$ cat config.mk
export PLATFORM = sky130hd
export DESIGN_NAME = ss_adc_capture
export DESIGN_NICKNAME = d
export VERILOG_FILES = /design/src/rtl/ss_adc_pkg.sv /design/src/rtl/ss_ramp_counter.sv /design/src/rtl/ss_pixel_latch.sv /design/src/rtl/ss_code_reader.sv /design/src/rtl/ss_adc_capture.sv
export SDC_FILE = /design/constraint.sdc
export NUM_CORES = 1
export LEC_CHECK = 0
export BUFFER_PORTS_ARGS = -buffer_cell sky130_fd_sc_hd__buf_4
export CAP_MARGIN = 20
export CORE_MARGIN = 8
export CORE_UTILIZATION = 50
export CTS_CLUSTER_DIAMETER = 60
export DETAILED_ROUTE_END_ITERATION = 10
export PLACE_DENSITY = 0.69
export SLEW_MARGIN = 20
export SYNTH_ARGS = -nofsm -noshare
export SYNTH_HDL_FRONTEND = slang
export SYNTH_SLANG_ARGS = --single-unit
$ cat constraint.sdc
create_clock -name clk -period 2.7 [get_ports clk]
set_input_delay 0.54 -clock clk [delete_from_list [all_inputs] [get_ports clk]]
set_output_delay 0.54 -clock clk [all_outputs]
set_load 0.1 [all_outputs]
$ cat src/rtl/ss_adc_pkg.sv
// Shared constants for the single-slope capture block.
// Assumes: consumers take these as parameter defaults only.
package ss_adc_pkg;
    localparam int CODE_W_DFLT = 8;
    localparam int NPIX_DFLT   = 6;
endpackage

$ cat src/rtl/ss_ramp_counter.sv
// Global ramp sequencer: binary step counter, Gray broadcast, busy and done.
// Assumes: start_i is a single-cycle pulse; a start always wins over counting.
module ss_ramp_counter #(
    parameter int CODE_W = ss_adc_pkg::CODE_W_DFLT
) (
    input  logic              clk,
    input  logic              rst_n,
    input  logic              start_i,
    output logic [CODE_W-1:0] gray_o,
    output logic              busy_o,
    output logic              done_o
);
    localparam logic [CODE_W-1:0] LAST_STEP = '1;

    logic [CODE_W-1:0] step_q;
    logic              busy_q;
    logic              done_q;

    // Step sequencing: clear on start, advance while busy, flag the end.
    always_ff @(posedge clk) begin
        if (!rst_n) begin
            step_q <= '0;
            busy_q <= 1'b0;
            done_q <= 1'b0;
        end else begin
            done_q <= 1'b0;
            if (start_i) begin
                step_q <= '0;
                busy_q <= 1'b1;
            end else if (busy_q) begin
                if (step_q == LAST_STEP) begin
                    busy_q <= 1'b0;
                    done_q <= 1'b1;
                end else begin
                    step_q <= step_q + 1'b1;
                end
            end
        end
    end

    // Gray encoding of the current step for broadcast.
    always_comb gray_o = step_q ^ (step_q >> 1);

    assign busy_o = busy_q;
    assign done_o = done_q;

    assert_start_clears_R2: assert property (@(posedge clk) disable iff (!rst_n)
        start_i |=> (busy_q && step_q == '0));
    assert_step_by_one_R3: assert property (@(posedge clk) disable iff (!rst_n)
        (busy_q && !start_i && step_q != LAST_STEP) |=> (step_q == $past(step_q) + 1'b1));
    assert_gray_single_bit_R4: assert property (@(posedge clk) disable iff (!rst_n)
        (busy_q && !start_i && step_q != LAST_STEP) |=> ($countones(gray_o ^ $past(gray_o)) == 1));
    assert_done_one_cycle_R8: assert property (@(posedge clk) disable iff (!rst_n)
        done_q |=> !done_q);
endmodule

$ cat src/rtl/ss_pixel_latch.sv
// Per-pixel code memory: follows the broadcast code until its comparator trips.
// Assumes: track_i is high only during a sweep; arm_i coincides with start.
module ss_pixel_latch #(
    parameter int CODE_W = ss_adc_pkg::CODE_W_DFLT
) (
    input  logic              clk,
    input  logic              rst_n,
    input  logic              arm_i,
    input  logic              track_i,
    input  logic              cmp_i,
    input  logic [CODE_W-1:0] code_i,
    output logic [CODE_W-1:0] mem_o
);
    logic [CODE_W-1:0] mem_q;
    logic              frozen_q;

    // Track the code until the first comparator high, then hold it.
    always_ff @(posedge clk) begin
        if (!rst_n) begin
            mem_q    <= '0;
            frozen_q <= 1'b0;
        end else if (arm_i) begin
            frozen_q <= 1'b0;
        end else if (track_i && !frozen_q) begin
            mem_q <= code_i;
            if (cmp_i) frozen_q <= 1'b1;
        end
    end

    assign mem_o = mem_q;

    assert_capture_code_R5: assert property (@(posedge clk) disable iff (!rst_n)
        (track_i && !frozen_q && cmp_i && !arm_i) |=> (mem_q == $past(code_i)));
    assert_hold_after_trip_R6: assert property (@(posedge clk) disable iff (!rst_n)
        (frozen_q && !arm_i) |=> $stable(mem_q));
    assert_idle_stable_R9: assert property (@(posedge clk) disable iff (!rst_n)
        (!track_i && !arm_i) |=> $stable(mem_q));
    assert_rearm_R10: assert property (@(posedge clk) disable iff (!rst_n)
        arm_i |=> !frozen_q);
endmodule

$ cat src/rtl/ss_code_reader.sv
// Readback mux with Gray-to-binary conversion.
// Assumes: indices at or beyond NPIX return zero.
module ss_code_reader #(
    parameter int NPIX   = ss_adc_pkg::NPIX_DFLT,
    parameter int CODE_W = ss_adc_pkg::CODE_W_DFLT,
    parameter int IDX_W  = (NPIX > 1) ? $clog2(NPIX) : 1
) (
    input  logic [NPIX-1:0][CODE_W-1:0] mem_i,
    input  logic [IDX_W-1:0]            idx_i,
    output logic [CODE_W-1:0]           bin_o
);
    logic [CODE_W-1:0] gray_sel;

    // Select the addressed pixel, zero when out of range.
    always_comb begin
        gray_sel = '0;
        if (int'(idx_i) < NPIX) gray_sel = mem_i[idx_i];
    end

    // Prefix XOR from the top bit down turns Gray into binary.
    always_comb begin
        bin_o[CODE_W-1] = gray_sel[CODE_W-1];
        for (int i = CODE_W - 2; i >= 0; i--) bin_o[i] = bin_o[i+1] ^ gray_sel[i];
    end
endmodule

$ cat src/rtl/ss_adc_capture.sv
// Top: one ramp sequencer shared by NPIX pixel latches plus a binary readback.
// Assumes: comparators are synchronous to clk and low before the ramp crosses.
module ss_adc_capture #(
    parameter int NPIX   = ss_adc_pkg::NPIX_DFLT,
    parameter int CODE_W = ss_adc_pkg::CODE_W_DFLT,
    parameter int IDX_W  = (NPIX > 1) ? $clog2(NPIX) : 1
) (
    input  logic              clk,
    input  logic              rst_n,
    input  logic              start_i,
    input  logic [NPIX-1:0]   cmp_i,
    input  logic [IDX_W-1:0]  rd_idx_i,
    output logic [CODE_W-1:0] rd_code_o,
    output logic [CODE_W-1:0] ramp_code_o,
    output logic              busy_o,
    output logic              done_o
);
    logic [CODE_W-1:0]             gray_bcast;
    logic                          busy;
    logic [NPIX-1:0][CODE_W-1:0]   pix_mem;

    ss_ramp_counter #(.CODE_W(CODE_W)) u_ramp (
        .clk     (clk),
        .rst_n   (rst_n),
        .start_i (start_i),
        .gray_o  (gray_bcast),
        .busy_o  (busy),
        .done_o  (done_o)
    );

    // One latch per pixel, all fed from the same broadcast code.
    for (genvar p = 0; p < NPIX; p++) begin : g_pix
        ss_pixel_latch #(.CODE_W(CODE_W)) u_pix (
            .clk     (clk),
            .rst_n   (rst_n),
            .arm_i   (start_i),
            .track_i (busy),
            .cmp_i   (cmp_i[p]),
            .code_i  (gray_bcast),
            .mem_o   (pix_mem[p])
        );
    end

    ss_code_reader #(.NPIX(NPIX), .CODE_W(CODE_W), .IDX_W(IDX_W)) u_rd (
        .mem_i (pix_mem),
        .idx_i (rd_idx_i),
        .bin_o (rd_code_o)
    );

    assign ramp_code_o = gray_bcast;
    assign busy_o      = busy;
endmodule

==> metrics.txt, run 1 <==
htree depth=3; CTS tree=built; ratio of cells with drive above 1 in the final layout=0.246; Seq/Total Area, Yosys=0.418; largest net degree at the start of global routing=51; PortBufs=29; CTS sink cnt=64; Final ANT Viol Nets=0; clk_skew=0.00537 ns; first-pass GRT wire length=12800 microns; Clk pwr share=0.396; latest clock arrival within the worst-skew pair=0.34 ns; Primary FF master, synth=dfxtp_1; dpl hpwl=5370 microns; vias in the first global route=2473; vias per cell=5.45; yosys warns=0; PwrDens=542 nW/um^2; Tot GR Track Use=0.185; final wirelength=7880 microns; Setup WS post-layout=-0.133 ns; Final Setup Violations=4; post-route minimum period=2.83 ns; most frequent cells in the layout=a21oi_1 (58), dfxtp_1 (56), nand2_1 (53); die width=94.3 microns; worst path arrival time=2.29 ns; RSZ-0062 raised after global routing=true; Synth top area share=0.418; Sw Share=0.265; Sequential Power Share=0.460; CP Launch Point=g_pix[1].u_pix.mem_o[5]; commonest non-fill, non-tap cell in the layout=a21oi_1; row cnt=28; gpl congestion=0.867; Worst VDD drop=0.327 mV; failing checks=negative setup slack; Post-synth ARST share=0; DP Cell Count=460; #FFs+latches synth=64; Final period util=1.05; Synth area leaders=dfxtp_1 (42%), a21oi_1 (9.6%), o21ai_0 (8.2%); Logic pwr share=0.144; number of synthesized flops with an enable pin=0; Antenna Cells=0; worst slack, placed=-0.228 ns; fmax=353 MHz; mean area per synthesized cell=8.59 sq um; Final Max Tran Viols=0; Post-Synthesis Cell Area=3070 sq um; synthesis-to-layout area growth=25.8%; Worst-Margin Slew=0.784 ns; core area=5920 sq um; Clock Path Buffers=2; Filler Cell Count=505; drt wl/cell=16.4 microns; clk root buf=clkbuf_8; Tot Pwr=0.00209 W; Die Area=8900 sq um; antenna violations before repair=0; crit end category=output pin; data required time at the worst endpoint=2.16 ns; Fin. Hold Viols=0; I/O Pins=30; detailed-router iteration count before antenna repair=4; area leader, netlist=dfxtp_1; maxcap violations=0; P_leak=1.53 nW; die height=94.3 microns; outcome=finished, violations left; fin nets=420; Cell Int Power=0.00154 W; crit path kind=flop to output pin; hold_sp=start_i; Reg clk slew, reported paths=0.07 ns; relative slew slack=0.477; total CTS buffers=9; post-layout util=0.652; Starting Density=0.518; reg2reg start=u_ramp.busy_o; remaining global-route overflow=0; synth unique cells=35; Synthesized Nets=376; Finished Layout Cells=481; Mapped Cells=357; vias=2620; Startpoint Class=flop; worst-path maximum fanout=3; Net Sw Power=0.000554 W; DRC=0; DR iter-0 viols=221; Worst Hold Class=input pin to flop; Post-CTS Hold Buffers=0
[cells by family (layout without fill, tap and decap cells)]
| logic type | Yosys count | in the layout | share of synthesized area |
|---|---|---|---|
| adders and majority gates | 7 | 7 | 0.0285 |
| muxes | 14 | 14 | 0.0738 |
| AOI/OAI and AO/OA | 115 | 115 | 0.204 |
| DFF | 64 | 64 | 0.418 |
| and+or+nand+nor | 96 | 96 | 0.129 |
| xor gates and xnor gates | 33 | 33 | 0.105 |
| buffers and inverters | 28 | 77 | 0.0420 |
[cell type report]
| class | count | area, sq um | area share |
|---|---|---|---|
| Clock buffer | 13 | 159 | 0.0412 |
| Clock inverter | 3 | 40.0 | 0.0104 |
| Inverter | 2 | 7.51 | 0.00194 |
| Multi-Input combinational cell | 265 | 1750 | 0.453 |
| Sequential cell | 64 | 1290 | 0.335 |
| Tap cell | 75 | 93.8 | 0.0243 |
| Timing Repair Buffer | 59 | 520 | 0.135 |
[what timing repair did]
item                                    4_1_cts  5_1_grt
endpoints found under the setup margin        5        5
resized for setup                            27        5
buffers inserted                              3        3
pin swaps                                     4        7
[path summary, 6_finish.rpt]
check | endpoint | slack [ns] | cells past startpoint
worst max-delay path | rd_code_o[0] | -0.13 | 7
worst min-delay path | u_ramp.busy_o | 0.42 | 3
worst max register to register | g_pix[0].u_pix.mem_o[2] | 0.73 | 4
worst min register to register | g_pix[3].u_pix.mem_o[0] | 0.49 | 2
[through the flow]
stage	setup TNS (ns)	instance area, sq um	hold WS (ns)
after floorplan	-3.77	3150	0.449
after detailed placement	-0.809	3520	0.468
after global placement	-0.652	3520	0.464
final	-0.410	3860	0.422
after CTS	-0.278	3810	0.421
after global routing	-0.894	3860	0.431
[power by group through the flow]
stage	clock network, W	logic, W	registers [W]
floorplan	0	0.000196	0.000981
global placement	0	0.000258	0.000983
detailed placement	0	0.000260	0.000983
CTS	0.000838	0.000286	0.000961
global route	0.000885	0.000315	0.000962
finish	0.000829	0.000300	0.000962
[per-layer routing]
layer	vias up	track usage	share of wire
met5	-	0	0
met4	0	0.0621	0.0089
met3	7	0.0468	0.049
met2	62	0.278	0.46
met1	1238	0.252	0.48
li1	1313	-	-
[worst max-delay path: stages (launching register included)]
cell	delay (ns)
dfxtp_2	0.35
xor2_2	0.17
mux2i_1	0.09
and2_4	0.15
o32ai_4	0.35
xor2_4	0.22
xnor3_4	0.43
buf_12	0.19
[cell usage after synthesis, types with 2 or more instances]
cell,count
mux4_2,3
a21oi_1,59
ha_1,7
dfxtp_1,64
nand2b_1,3
buf_4,2
nor2_1,29
clkbuf_1,15
inv_1,2
o21ai_0,50
mux4_1,3
xnor2_1,15
mux2i_1,8
buf_6,2
xor2_1,16
nand2_1,53
buf_1,6
nand3_1,3
[sequential cells by signal, summed over array words and instances, names as in the netlist]
signal / flops
u_ramp.step_q: 8
u_ramp.done_o: 1
g_pix.u_pix.mem_o: 48
g_pix.u_pix.frozen_q: 6
u_ramp.busy_o: 1
No activity file was read; power rests on OpenSTA's default activity.
==> inputs of run 2 (changes only) <==
BUFFER_PORTS_ARGS = not set   (was -buffer_cell sky130_fd_sc_hd__buf_4)
DONT_BUFFER_PORTS = 1   (was not set)
PLACE_DENSITY = not set   (was 0.69)
==> run 2 against run 1 <==
- the run still ends with negative setup slack left
- die area unchanged
- sequential power about the same
- sequential cell count unchanged
- maximum frequency increased by 1.3%
- total power increased by 15%
- sequential share of layout area increased by 1.4 points
- count of clock-buffer cells in the layout decreased by 4
- critical path depth decreased by 2
- final area decreased by 4.2%
- clock skew increased by 0.0015 ns
- routed wire length decreased by 2.4%
- critical endpoint unchanged
- highest routed layer unchanged
==> metrics.txt, run 2 (synthesis gave the netlist of run 1 again) <==
worst slack, placed=0.0593 ns (+0.287 ns); synthesis-to-layout area growth=20.6%; data required time at the worst endpoint=2.16 ns (about the same); outcome=finished, violations left; P_leak=1.42 nW (-7.4%); final wirelength=7680 microns (-2.4%); worst path arrival time=2.26 ns (-0.03 ns); DRC=0 (unchanged); post-route minimum period=2.80 ns (-0.0365 ns); Clock Path Buffers=2 (unchanged); die height=94.3 microns (unchanged); PortBufs=0 (-100%); Worst R2R Setup Slack=0.98 ns (+0.25 ns); total CTS buffers=9 (unchanged); Fin. Hold Viols=0 (unchanged); row cnt=28 (unchanged); Reg clk slew, reported paths=0.07 ns (about the same); crit path kind=flop to output pin; drt wl/cell=17.2 microns (+5.0%); max reg flops=48 (unchanged); PwrDens=649 nW/um^2 (+20%); relative slew slack=0.365 (-0.113); most frequent cells in the layout=dfxtp_1 (59), a21oi_1 (58), nand2_1 (53); vias per cell=5.60 (+2.8%); Setup WS post-layout=-0.0966 ns (+0.0365 ns); gpl congestion=0.787 (-9.3%); CTS sink cnt=64 (unchanged); Final Max Tran Viols=0 (unchanged); Worst-Margin Slew=0.952 ns (+0.168 ns); Worst Hold Class=input pin to flop; Final period util=1.04 (-0.0135); remaining global-route overflow=0 (unchanged); fmax=358 MHz (+1.3%); Starting Density=0.518 (unchanged); worst-path maximum fanout=2 (-1); Reg2Reg Capture Point=g_pix[1].u_pix.mem_o[1]; Antenna Cells=0 (unchanged); clk_skew=0.00682 ns (+0.00145 ns); I/O Pins=30 (unchanged); fin nets=386 (-8.1%); antenna violations before repair=0 (unchanged); clk root buf=clkbuf_8; WHS Path Cells=2 (-1); reg2reg start=u_ramp.busy_o; RSZ-0062 raised after global routing=true; first-pass GRT wire length=12700 microns (-0.65%); largest net degree at the start of global routing=51 (unchanged); dpl hpwl=5280 microns (-1.8%); Final ANT Viol Nets=0 (unchanged); hold_sp=start_i; post-layout util=0.625 (-0.0273); crit end category=output pin; vias=2504 (-4.4%); Worst R2R Path Depth=5 (+1); CTS tree=built; die width=94.3 microns (unchanged); DR iter-0 viols=238 (+7.7%); Worst Hold Endpoint=u_ramp.busy_o; Worst VDD drop=0.446 mV (+36%); core area=5920 sq um (unchanged); maxcap violations=0 (unchanged); Die Area=8900 sq um (unchanged); Final Setup Violations=1 (-3); Startpoint Class=flop; failing checks=negative setup slack; Tot GR Track Use=0.184 (-0.000923); vias in the first global route=2371 (-4.1%); Worst Hold Slack=0.316 ns (-0.107 ns); htree depth=3 (unchanged); latest clock arrival within the worst-skew pair=0.34 ns (about the same); Post-CTS Hold Buffers=0 (unchanged); ratio of cells with drive above 1 in the final layout=0.180 (-0.0662); detailed-router iteration count before antenna repair=4 (unchanged); commonest non-fill, non-tap cell in the layout=dfxtp_1
run 2: through the flow:
step	cells	setup TNS, ns	total power [W]	cell area (sq um)
after CTS	447	-0.297	0.00242	3660
final	447	-0.0966	0.00240	3700
after global routing	447	-0.309	0.00247	3700
after detailed placement	429	0	0.00123	3340
after global placement	429	0	0.00122	3340
after floorplan	357	-3.77	0.00118	3150
run 2: per-layer routing:
| layer | global-route usage | vias up | wire length, microns | share of wire |
|---|---|---|---|---|
| met5 | 0 | - | 0 | 0 |
| met4 | 0.0832 | 0 | 142 | 0.018 |
| met3 | 0.0460 | 12 | 663 | 0.086 |
| met2 | 0.268 | 83 | 3530 | 0.46 |
| met1 | 0.250 | 1158 | 3340 | 0.44 |
| li1 | - | 1251 | - | - |
run 2: power breakdown:
group | internal, W | switching, W | total [W]
logic | 0.0000774 | 0.000170 | 0.000248
clock network | 0.000803 | 0.000388 | 0.00119
registers | 0.000950 | 0.0000118 | 0.000961
total | 0.00183 | 0.000570 | 0.00240
run 2: worst max-delay path by stage:
stage / end / cells after the start / start / slack, ns
6_report: rd_code_o[0] / 5 / g_pix[1].u_pix.mem_o[1] / -0.1
2_1_floorplan: rd_code_o[0] / 6 / rd_idx_i[2] / -0.87
4_1_cts: rd_code_o[0] / 6 / g_pix[1].u_pix.mem_o[4] / -0.10
3_5_place_dp: rd_code_o[0] / 4 / rd_idx_i[2] / 0.06
5_1_grt: rd_code_o[0] / 5 / g_pix[1].u_pix.mem_o[1] / -0.15
3_3_place_gp: rd_code_o[0] / 4 / rd_idx_i[0] / 0.06
run 2: layout make-up:
class                   count  area [sq um]
clock buffers               9           124
flip-flops and latches     64          1290
fillers                   508          2220
inverters                   2          7.51
clock inverters             7           166
well taps                  75          93.8
multi-input cells         265          1770
repair buffers             25           249
run 2: repair_timing:
item | in CTS | in global routing
setup endpoints to repair | 5 | 5
gates resized for setup | 5 | 10
buffers inserted | 2 | 0
pin swaps | 5 | 5
run 2: critical path, stage by stage (launching register included):
cell	delay, ns
dfxtp_2	0.33
xor2_1	0.16
mux4_2	0.50
a21oi_4	0.16
xnor2_2	0.15
xnor3_4	0.62
